### src/rtl/wdog_pkg.sv
package wdog_pkg;
  localparam int TW = 8;
  localparam logic [3:0] OFS_CTRL = 4'h0;
  localparam logic [3:0] OFS_SVC  = 4'h2;
  localparam logic [3:0] OFS_STAT = 4'h4;
  localparam logic [3:0] OFS_ICTL = 4'h6;
  localparam logic [3:0] OFS_MISC = 4'h8;
  localparam logic [15:0] KEY_ARM  = 16'h5555;
  localparam logic [15:0] KEY_FIRE = 16'hAAAA;

  // next value of the countdown on a counting tick
  function automatic logic [TW-1:0] next_count(logic [TW-1:0] cnt, logic [TW-1:0] field);
    return (cnt == '0) ? field : cnt - TW'(1);
  endfunction

  // true when this tick brings the count down onto the warning value
  function automatic logic pre_hit(logic [TW-1:0] cnt, logic [TW-1:0] pre);
    return (cnt != '0) && ((cnt - TW'(1)) == pre);
  endfunction
endpackage

### src/rtl/wdog_regs.sv
module wdog_regs
  import wdog_pkg::*;
(
  input  logic          clk,
  input  logic          rst_n,
  input  logic          wr_en,
  input  logic [3:0]    addr,
  input  logic [15:0]   wdata,
  input  logic          pre_evt,
  input  logic [1:0]    cause,
  output logic [15:0]   rdata,
  output logic [TW-1:0] field_o,
  output logic          en_o,
  output logic          route_o,
  output logic          pin_n_o,
  output logic          lp_sus_o,
  output logic          swr_req_o,
  output logic          ie_o,
  output logic [TW-1:0] pre_o,
  output logic          irq_st_o,
  output logic          pd_on_o,
  output logic          svc_wr_o
);
  logic wr_ctrl, wr_ictl, wr_misc;
  logic sus_lock;

  assign wr_ctrl   = wr_en && (addr == OFS_CTRL);
  assign wr_ictl   = wr_en && (addr == OFS_ICTL);
  assign wr_misc   = wr_en && (addr == OFS_MISC);
  assign svc_wr_o  = wr_en && (addr == OFS_SVC);
  assign swr_req_o = wr_ctrl && !wdata[4];

  always_ff @(posedge clk or negedge rst_n) begin
    if (!rst_n) begin
      field_o  <= '0;
      en_o     <= 1'b0;
      route_o  <= 1'b0;
      pin_n_o  <= 1'b1;
      lp_sus_o <= 1'b0;
      sus_lock <= 1'b0;
      ie_o     <= 1'b0;
      pre_o    <= '0;
      irq_st_o <= 1'b0;
      pd_on_o  <= 1'b1;
    end else begin
      if (wr_ctrl) begin
        field_o <= wdata[15:8];
        route_o <= wdata[3];
        pin_n_o <= wdata[5];
        if (wdata[2]) en_o <= 1'b1;
        if (!sus_lock) begin
          lp_sus_o <= wdata[0];
          sus_lock <= 1'b1;
        end
      end
      if (wr_ictl) begin
        ie_o  <= wdata[15];
        pre_o <= wdata[7:0];
      end
      if (pre_evt) irq_st_o <= 1'b1;
      else if (wr_ictl && wdata[14]) irq_st_o <= 1'b0;
      if (wr_misc && !wdata[0]) pd_on_o <= 1'b0;
    end
  end

  always_comb begin
    case (addr)
      OFS_CTRL: rdata = {field_o, 2'b00, pin_n_o, 1'b1, route_o, en_o, 1'b0, lp_sus_o};
      OFS_STAT: rdata = {14'd0, cause};
      OFS_ICTL: rdata = {ie_o, irq_st_o, 6'd0, pre_o};
      OFS_MISC: rdata = {15'd0, pd_on_o};
      default:  rdata = 16'h0000;
    endcase
  end


  en_sticky_chk: assert property (@(posedge clk) disable iff (!rst_n)
    $past(en_o) |-> en_o);

  ist_set_chk: assert property (@(posedge clk) disable iff (!rst_n)
    pre_evt |=> irq_st_o);
endmodule

### src/rtl/wdog_seq.sv
module wdog_seq
  import wdog_pkg::*;
(
  input  logic        clk,
  input  logic        rst_n,
  input  logic        svc_wr,
  input  logic [15:0] wdata,
  output logic        reload_o
);
  logic armed;

  always_ff @(posedge clk or negedge rst_n) begin
    if (!rst_n) begin
      armed    <= 1'b0;
      reload_o <= 1'b0;
    end else begin
      reload_o <= svc_wr && armed && (wdata == KEY_FIRE);
      if (svc_wr) armed <= (wdata == KEY_ARM);
    end
  end


  seq_reload_chk: assert property (@(posedge clk) disable iff (!rst_n)
    reload_o |-> $past(svc_wr && wdata == KEY_FIRE));
endmodule

### src/rtl/wdog_count.sv
module wdog_count
  import wdog_pkg::*;
(
  input  logic          clk,
  input  logic          rst_n,
  input  logic          tick,
  input  logic          en,
  input  logic          hold,
  input  logic [TW-1:0] field,
  input  logic [TW-1:0] pre,
  input  logic          ie,
  input  logic          reload,
  output logic          expire_o,
  output logic          pre_evt_o
);
  logic [TW-1:0] cnt;
  logic          en_q, load, run;

  assign load      = reload || (en && !en_q);
  assign run       = en && !hold && tick && !load;
  assign expire_o  = run && (cnt == '0);
  assign pre_evt_o = run && ie && pre_hit(cnt, pre);

  always_ff @(posedge clk or negedge rst_n) begin
    if (!rst_n) begin
      cnt  <= '0;
      en_q <= 1'b0;
    end else begin
      en_q <= en;
      if (load)     cnt <= field;
      else if (run) cnt <= next_count(cnt, field);
    end
  end
endmodule

### src/rtl/wdog_rst.sv
module wdog_rst #(
  parameter int RST_TICKS = 4
) (
  input  logic       clk,
  input  logic       rst_n,
  input  logic       por_n,
  input  logic       tick,
  input  logic       expire,
  input  logic       route,
  input  logic       swr_req,
  input  logic       pin_n,
  output logic       int_rst_o,
  output logic       ext_rst_n_o,
  output logic [1:0] cause_o
);
  localparam int HW = $clog2(RST_TICKS + 1);
  logic [HW-1:0] ihold, ehold;
  logic sw1, swr_fire, int_fire, ext_fire;

  assign swr_fire = swr_req && sw1;
  assign int_fire = swr_fire || (expire && !route);
  assign ext_fire = expire && route;

  always_ff @(posedge clk or negedge rst_n) begin
    if (!rst_n) begin
      sw1   <= 1'b0;
      ihold <= '0;
      ehold <= '0;
    end else begin
      if (swr_fire)     sw1 <= 1'b0;
      else if (tick)    sw1 <= swr_req;
      else if (swr_req) sw1 <= 1'b1;
      if (int_fire)                 ihold <= HW'(RST_TICKS);
      else if (tick && ihold != '0) ihold <= ihold - HW'(1);
      if (ext_fire)                 ehold <= HW'(RST_TICKS);
      else if (tick && ehold != '0) ehold <= ehold - HW'(1);
    end
  end

  always_ff @(posedge clk or negedge por_n) begin
    if (!por_n) cause_o <= 2'b00;
    else if (expire) cause_o <= 2'b10;
    else if (swr_fire) cause_o <= 2'b01;
  end

  assign int_rst_o   = (ihold != '0);
  assign ext_rst_n_o = (ehold == '0) && pin_n;


  int_route_chk: assert property (@(posedge clk) disable iff (!rst_n)
    (expire && !route) |=> int_rst_o);

  ext_route_chk: assert property (@(posedge clk) disable iff (!rst_n)
    (expire && route) |=> !ext_rst_n_o);
endmodule

### src/rtl/wdog_svc_timer.sv
module wdog_svc_timer
  import wdog_pkg::*;
#(
  parameter int RST_TICKS = 4,
  parameter int PD_TICKS  = 32
) (
  input  logic        clk,
  input  logic        rst_n,
  input  logic        por_n,
  input  logic        tick,
  input  logic        low_power,
  input  logic        wr_en,
  input  logic [3:0]  addr,
  input  logic [15:0] wdata,
  output logic [15:0] rdata,
  output logic        irq_n,
  output logic        int_rst,
  output logic        ext_rst_n
);
  localparam int PW = $clog2(PD_TICKS + 1);

  logic [TW-1:0] field, pre;
  logic en, route, pin_n, lp_sus, swr_req, ie, irq_st, pd_on, svc_wr;
  logic reload, expire, pre_evt;
  logic [1:0] cause;
  logic [PW-1:0] pdc;
  logic pd_done, pd_pulse;

  wdog_regs u_regs (
    .clk(clk), .rst_n(rst_n), .wr_en(wr_en), .addr(addr), .wdata(wdata),
    .pre_evt(pre_evt), .cause(cause), .rdata(rdata), .field_o(field),
    .en_o(en), .route_o(route), .pin_n_o(pin_n), .lp_sus_o(lp_sus),
    .swr_req_o(swr_req), .ie_o(ie), .pre_o(pre), .irq_st_o(irq_st),
    .pd_on_o(pd_on), .svc_wr_o(svc_wr)
  );

  wdog_seq u_seq (
    .clk(clk), .rst_n(rst_n), .svc_wr(svc_wr), .wdata(wdata), .reload_o(reload)
  );

  wdog_count u_count (
    .clk(clk), .rst_n(rst_n), .tick(tick), .en(en), .hold(lp_sus && low_power),
    .field(field), .pre(pre), .ie(ie), .reload(reload),
    .expire_o(expire), .pre_evt_o(pre_evt)
  );

  wdog_rst #(.RST_TICKS(RST_TICKS)) u_rst (
    .clk(clk), .rst_n(rst_n), .por_n(por_n), .tick(tick), .expire(expire),
    .route(route), .swr_req(swr_req), .pin_n(pin_n),
    .int_rst_o(int_rst), .ext_rst_n_o(ext_rst_n), .cause_o(cause)
  );

  // power-down counter: one-clock pulse on the interrupt line
  always_ff @(posedge clk or negedge rst_n) begin
    if (!rst_n) begin
      pdc      <= '0;
      pd_done  <= 1'b0;
      pd_pulse <= 1'b0;
    end else begin
      pd_pulse <= 1'b0;
      if (pd_on && !pd_done && tick) begin
        pdc <= pdc + PW'(1);
        if (pdc == PW'(PD_TICKS - 1)) begin
          pd_pulse <= 1'b1;
          pd_done  <= 1'b1;
        end
      end
    end
  end

  assign irq_n = !((ie && irq_st) || pd_pulse);


  pd_one_chk: assert property (@(posedge clk) disable iff (!rst_n)
    pd_pulse |=> !pd_pulse);
endmodule

### config.mk
export PLATFORM = sky130hd
export DESIGN_NAME = wdog_svc_timer
export DESIGN_NICKNAME = d
export VERILOG_FILES = /design/src/rtl/wdog_pkg.sv /design/src/rtl/wdog_regs.sv /design/src/rtl/wdog_seq.sv /design/src/rtl/wdog_count.sv /design/src/rtl/wdog_rst.sv /design/src/rtl/wdog_svc_timer.sv
export SDC_FILE = /design/constraint.sdc
export NUM_CORES = 1
export LEC_CHECK = 0
export ABC_AREA = 1
export BUFFER_PORTS_ARGS = -buffer_cell sky130_fd_sc_hd__buf_2
export CAP_MARGIN = 20
export CORE_MARGIN = 4
export CORE_UTILIZATION = 40
export DETAILED_ROUTE_END_ITERATION = 8
export GPL_TIMING_DRIVEN = 0
export PLACE_DENSITY_LB_ADDON = 0.25
export SKIP_LAST_GASP = 1
export SYNTH_ARGS = -nofsm -noshare
export SYNTH_HDL_FRONTEND = slang
export SYNTH_SLANG_ARGS = --single-unit
### constraint.sdc
create_clock -name clk -period 4.05 [get_ports clk]
set_clock_uncertainty 0.2 [all_clocks]
set_input_delay 0.2025 -clock clk [delete_from_list [all_inputs] [get_ports clk]]
set_output_delay 0.2025 -clock clk [all_outputs]
set_load 0.01 [all_outputs]
# After elaboration in Yosys (flattened, before gate mapping)
# Index checks and enable logic that the tools add are counted.
# totals
mem_count,0
rom_bits,0
latchBits,0
ramBits,0
output_inout_bits,19
wordCells,104
reg_bits,52
in_bits,26
# classes
bitwise,1
muxes,17
shift,0
n_mul,0
n_eq_ne,8
div,0
magnitude_cmp,0
n_reduce_logical,53
n_addsub,4
# ops
op,count
16-bit one-hot mux with 4 select lines,1
1-bit logical AND,27
8-bit 2-to-1 mux,3
"16-bit by 15-bit == test with 1-bit output, second input constant",1
"16-bit == test, second input constant",1
3-bit 2-to-1 mux,4
2-bit nonzero test,5
3-bit nonzero test,3
"4-bit by 3-bit == test with 1-bit output, second input constant",2
8-bit == test,1
1-bit logical NOT,8
8-bit logical NOT,1
8-bit nonzero test,1
"8-bit by 1-bit subtractor with 8-bit output, second input constant",1
1-bit 2-to-1 mux,7
"6-bit by 1-bit adder with 6-bit output, second input constant",1
"6-bit by 5-bit == test with 1-bit output, second input constant",1
2-bit AND reduction,3
"3-bit by 1-bit subtractor with 3-bit output, second input constant",2
"4-bit by 2-bit == test with 1-bit output, second input constant",1
"4-bit == test, second input constant",1
4-bit logical NOT,1
2-bit 2-to-1 mux,2
3-bit logical NOT,1
2 further kinds,4

# Depth between registers and ports, before layout
# depth
word_depth,9
ltp_mapped,12
mapped_depth_nobuf,12

# Cells and area by module
# A second synthesis with hierarchy kept.
# hier_totals
cells_unflattened,422
area_unflattened_um2,3163.0
# by_module_without_submodules
mod,n_inst,cells_per_inst,seq_area_each_um2,area_each_um2
wdog_regs,1,147,603.1,1218.7
wdog_count,1,126,225.2,809.5
wdog_rst,1,66,225.2,536.8
wdog_svc_timer,1,47,200.2,404.1
wdog_seq,1,36,50.0,193.9

# Worst setup path before layout
# OpenSTA, ideal clock, no wires.
# synth_timing
kind,flip-flop to flip-flop
from,reg u_count.cnt[0]
to,reg u_regs.irq_st_o
t_arrival_ns,1.411
setup_time_ns,0.116
path_slack_ns,2.323
period_less_slack_ns,1.727
stages_incl_launch_ff,12
cell_sequence,dfrtp_1 inv_1 ha_1 inv_1 nor2_1 nand3_1 nand2_1 nand3_1 nand2_1 nor2_1 nand2_1 nand2_1
# synth_between
elab_chain_len,5
word_cells_on_any_way,7
# synth_rtl
item,line,text
start: declaration,wdog_count.sv:16,logic [TW-1:0] cnt;
start signal: assignment,wdog_count.sv:30,if (load) cnt <= field;
start signal: assignment,wdog_count.sv:31,"else if (run) cnt <= next_count(cnt, field);"
8-bit by 1-bit subtractor with 8-bit output,wdog_pkg.sv:18,return (cnt != '0) && ((cnt - TW'(1)) == pre);
8-bit == test,wdog_pkg.sv:18,
1-bit logical AND *,wdog_pkg.sv:18,
1-bit logical AND *,wdog_count.sv:22,"assign pre_evt_o = run && ie && pre_hit(cnt, pre);"
1-bit 2-to-1 mux or 2-bit nonzero test (tied branches),n/a,
end signal: assignment,wdog_regs.sv:43,irq_st_o <= 1'b0;
end signal: assignment,wdog_regs.sv:60,if (pre_evt) irq_st_o <= 1'b1;
end signal: assignment,wdog_regs.sv:61,else if (wr_ictl && wdata[14]) irq_st_o <= 1'b0;
end: declaration,wdog_regs.sv:20,"output logic irq_st_o,"
# Mark *: on every way between the ends. The rest lies on a longest branch, timed or not.
# A chain may end at the register's enable or synchronous reset.

# Worst setup path after layout
# layout_timing
from,reg u_count.cnt[0]
to,reg u_count.cnt[7]
# layout_between
elab_chain_len,4
word_cells_on_any_way,5
# layout_rtl
item,line,text
8-bit by 1-bit subtractor with 8-bit output or 8-bit logical NOT (tied branches),wdog_pkg.sv:13,return (cnt == '0) ? field : cnt - TW'(1);
8-bit 2-to-1 mux *,wdog_pkg.sv:13,
8-bit 2-to-1 mux *,wdog_count.sv:31,
8-bit 2-to-1 mux *,wdog_count.sv:30,
# Mark *: on every way between the ends. The rest lies on a longest branch, timed or not. The select of a mux whose other input is x is not followed.

==> summary.txt <==
Outcome
  • Outcome: finished, final reports clean

STA
  • TNS Setup: 0 ns
  • Final Slew Violations: 0
  • Tightest Pin Transition: 0.639 ns
  • Max Fclk: 467 MHz
  • Tmin final: 2.14 ns
  • Final hold viol count: 0
  • Endpoints failing setup: 0
  • RSZ-0062 raised after global routing: no
  • Crit share post-route: 0.529
  • Max-slew headroom: 0.574

Detailed routing
  • Total iterations of the first detailed-routing run: 4
  • M1 WL: 3.73 mm
  • Drc violations: 0
  • Top Layer Used: met4
  • Routed wl met3: 330 um
  • Final ANT Viol Nets: 0
  • Met2 Wirelength: 3.41 mm
  • Final WL: 7.58 mm
  • Starting DRT DRC Count: 189
  • Via Count: 2686
  • Via density: 4.95
  • DR WL/cell: 14.0 um

Global route
  • Initial antenna violation count: 0
  • First-pass GRT wire length: 12.6 mm
  • Vias in the first global route: 2569
  • Overall routing resource usage: 0.186
  • Maximum number of pins on one net before global-route repair: 27
  • Total grt overflow: 0

Worst setup path
  • Worst flop-to-flop path endpoint: u_count.cnt[7]
  • Crit path kind: flop to flop
  • Worst Path Required: 4.04 ns
  • RR Startpoint: u_count.cnt[0]
  • Worst reg2reg path depth: 9
  • Worst path arrival time: 2.13 ns
  • Setup crit end kind: flop
  • R2r setup slk: 1.91 ns
  • Critical Path Start Type: flop
  • Largest incremental delay on the critical path: 0.41 ns
  • CP max FO: 8
  • Critical path's top delay family: flip-flops
  • Slowest cell on the critical path: dfrtp_1
  • Worst path buffer plus inverter count: 3
  • Critical-path cell list: inv_1, ha_1, nand2_2, inv_1, nand2_2, nand2_4, inv_2, o21ai_0, o22ai_1

Place
  • Routability-driven placement congestion ratio: 0.900
  • HPWL Detailed: 5.84 mm
  • Port Buffers: 43
  • # placed instances: 516
  • DP Area: 3250 um2

Hold path
  • Worst Hold End: u_rst.sw1
  • Hold WC Path Type: primary input to flop
  • Hold_sp: tick
  • Hold path depth: 3

Clocking
  • CTS sink count: 52
  • Clock slew at reported path FFs: 0.10 ns
  • Clock tree buffer depth: 2
  • Root buffer cell: clkbuf_8
  • CTS tree: done
  • Clk Latency, worst-skew pair: 0.32 ns
  • H-tree depth: 2
  • Clock buffer count from CTS: 5

Synth
  • Sequential cell area fraction in the yosys report: 0.450
  • Synth unique cells: 34
  • Cells after Synth: 376
  • Seq cells post-synth: 52
  • Syn Nets: 408
  • Post-Syn Area: 2900 um2
  • EDFF count, synth: 0
  • Warnings from Yosys: 0
  • Async set-reset flop share out of synthesis: 1.00
  • Syn Area/Cell: 7.71 um2
  • Top_reg_cell synth: dfrtp_1

Floorplanning
  • Die width: 93.1 um
  • DIE HEIGHT: 93.1 um
  • Ports: 45
  • Die ar.: 8670 um2
  • Row cnt: 30
  • Starting density of the core: 0.420
  • Core Area: 6910 um2

Finish
  • Final std cells w/o fill: 543
  • Multi-input logic area: 1310 um2
  • Share of layout cells above drive strength 1: 0.188
  • Sequential cell area: 1300 um2
  • Design area: 3540 um2
  • N_diodes: 0
  • Area added between synthesis and finish: 22.1%
  • # nets final: 478
  • Filler Cell Count: 723
  • Commonest cells after routing, fill and taps aside: nand2_1, inv_1, dfrtp_1
  • Commonest non-fill, non-tap cell in the layout: nand2_1

Pwr
  • Maximum vdd ir drop: 0.000197 V
  • Pwr Density: 487 nW/um2
  • Total Power: 1730 uW
  • Leak Pwr: 0.00186 uW

Run
  • Max-cap violation count: 0
## repair_timing
action	in CTS	in global routing
buffers inserted	0	0
gates resized for setup	0	0
endpoints found under the setup margin	0	0
endpoints found under the hold margin	50	0
hold buffers	19	0
## layer usage
metal,GRT usage,vias up
li1,-,1349
met1,0.268,1256
met2,0.290,72
met3,0.0298,9
met4,0.0525,0
met5,0,-
## where the power goes
group          leakage [uW]  internal (uW)  switching [uW]
Combinational       0.00117            251             414
Sequential         0.000633            646            90.2
Clock             0.0000516            140             185
## area by class of cell
class	count	area share
multi-input cells	253	0.370
flip-flops and latches	52	0.368
repair buffers	63	0.120
inverters	65	0.0689
well taps	96	0.0339
clock buffers	6	0.0233
plain buffers	6	0.0117
clock inverters	2	0.00389
## worst max-delay path by stage
stage	cells after the start	endpoint	slack, ns	from
after floorplan	11	u_regs.irq_st_o	2.32	u_count.cnt[0]
after global placement	11	u_regs.irq_st_o	1.99	u_count.cnt[0]
after detailed placement	9	u_count.cnt[7]	1.98	u_count.cnt[0]
after CTS	9	u_count.cnt[7]	1.96	u_count.cnt[0]
after global routing	11	u_regs.irq_st_o	1.69	u_count.cnt[0]
final	9	u_count.cnt[7]	1.91	u_count.cnt[0]
## sequential cells by signal, summed over array words and instances, names as in the netlist, 2 cells and up
register and count:
pdc 6, u_count.cnt 8, u_regs.field_o 8, u_regs.pre_o 8, u_rst.cause_o 2, u_rst.ehold 3
u_rst.ihold 3
## cells in the mapped netlist (5+ instances only)
library cell  number  area (um2)
a21oi_1            7        35.0
dfrtp_1           50        1250
ha_1               6        75.1
inv_1             61         229
nand2_1           82         308
nand3_1           39         195
nand4_1            6        37.5
nor2_1            27         101
nor2_2             6        37.5
o21ai_0           36         180
o22ai_1            8        50.1
xor2_1             5        43.8
## stage by stage
stage	hold slack (ns)	util	worst slack, ns
after floorplan	-0.293	-	2.32
after global placement	-0.211	0.468	1.99
after detailed placement	-0.209	0.471	1.98
after CTS	0.00894	0.513	1.96
after global routing	0.0271	0.513	1.69
final	0.0279	0.513	1.91
## worst reg2reg max path: cells and delay by family, from the launching register on
kind / cells / cell delay [ns]
buf+inv: 3 / 0.35
fa+ha+maj: 1 / 0.33
simple gates: 3 / 0.33
flops: 1 / 0.41
compound gates: 2 / 0.41
## cell families (layout without fill, tap and decap cells)
logic type	Yosys count	count (layout)	share of synthesized area
AND/OR/NAND/NOR	178	178	0.282
adder cells (fa/ha/maj)	6	6	0.0259
buffers and inverters	71	142	0.0984
AO/OA/AOI/OAI	60	60	0.116
XOR/XNOR	8	8	0.0242
flip-flops	52	52	0.450
multiplexers	1	1	0.00388
No activity file was read; power rests on OpenSTA's default activity.
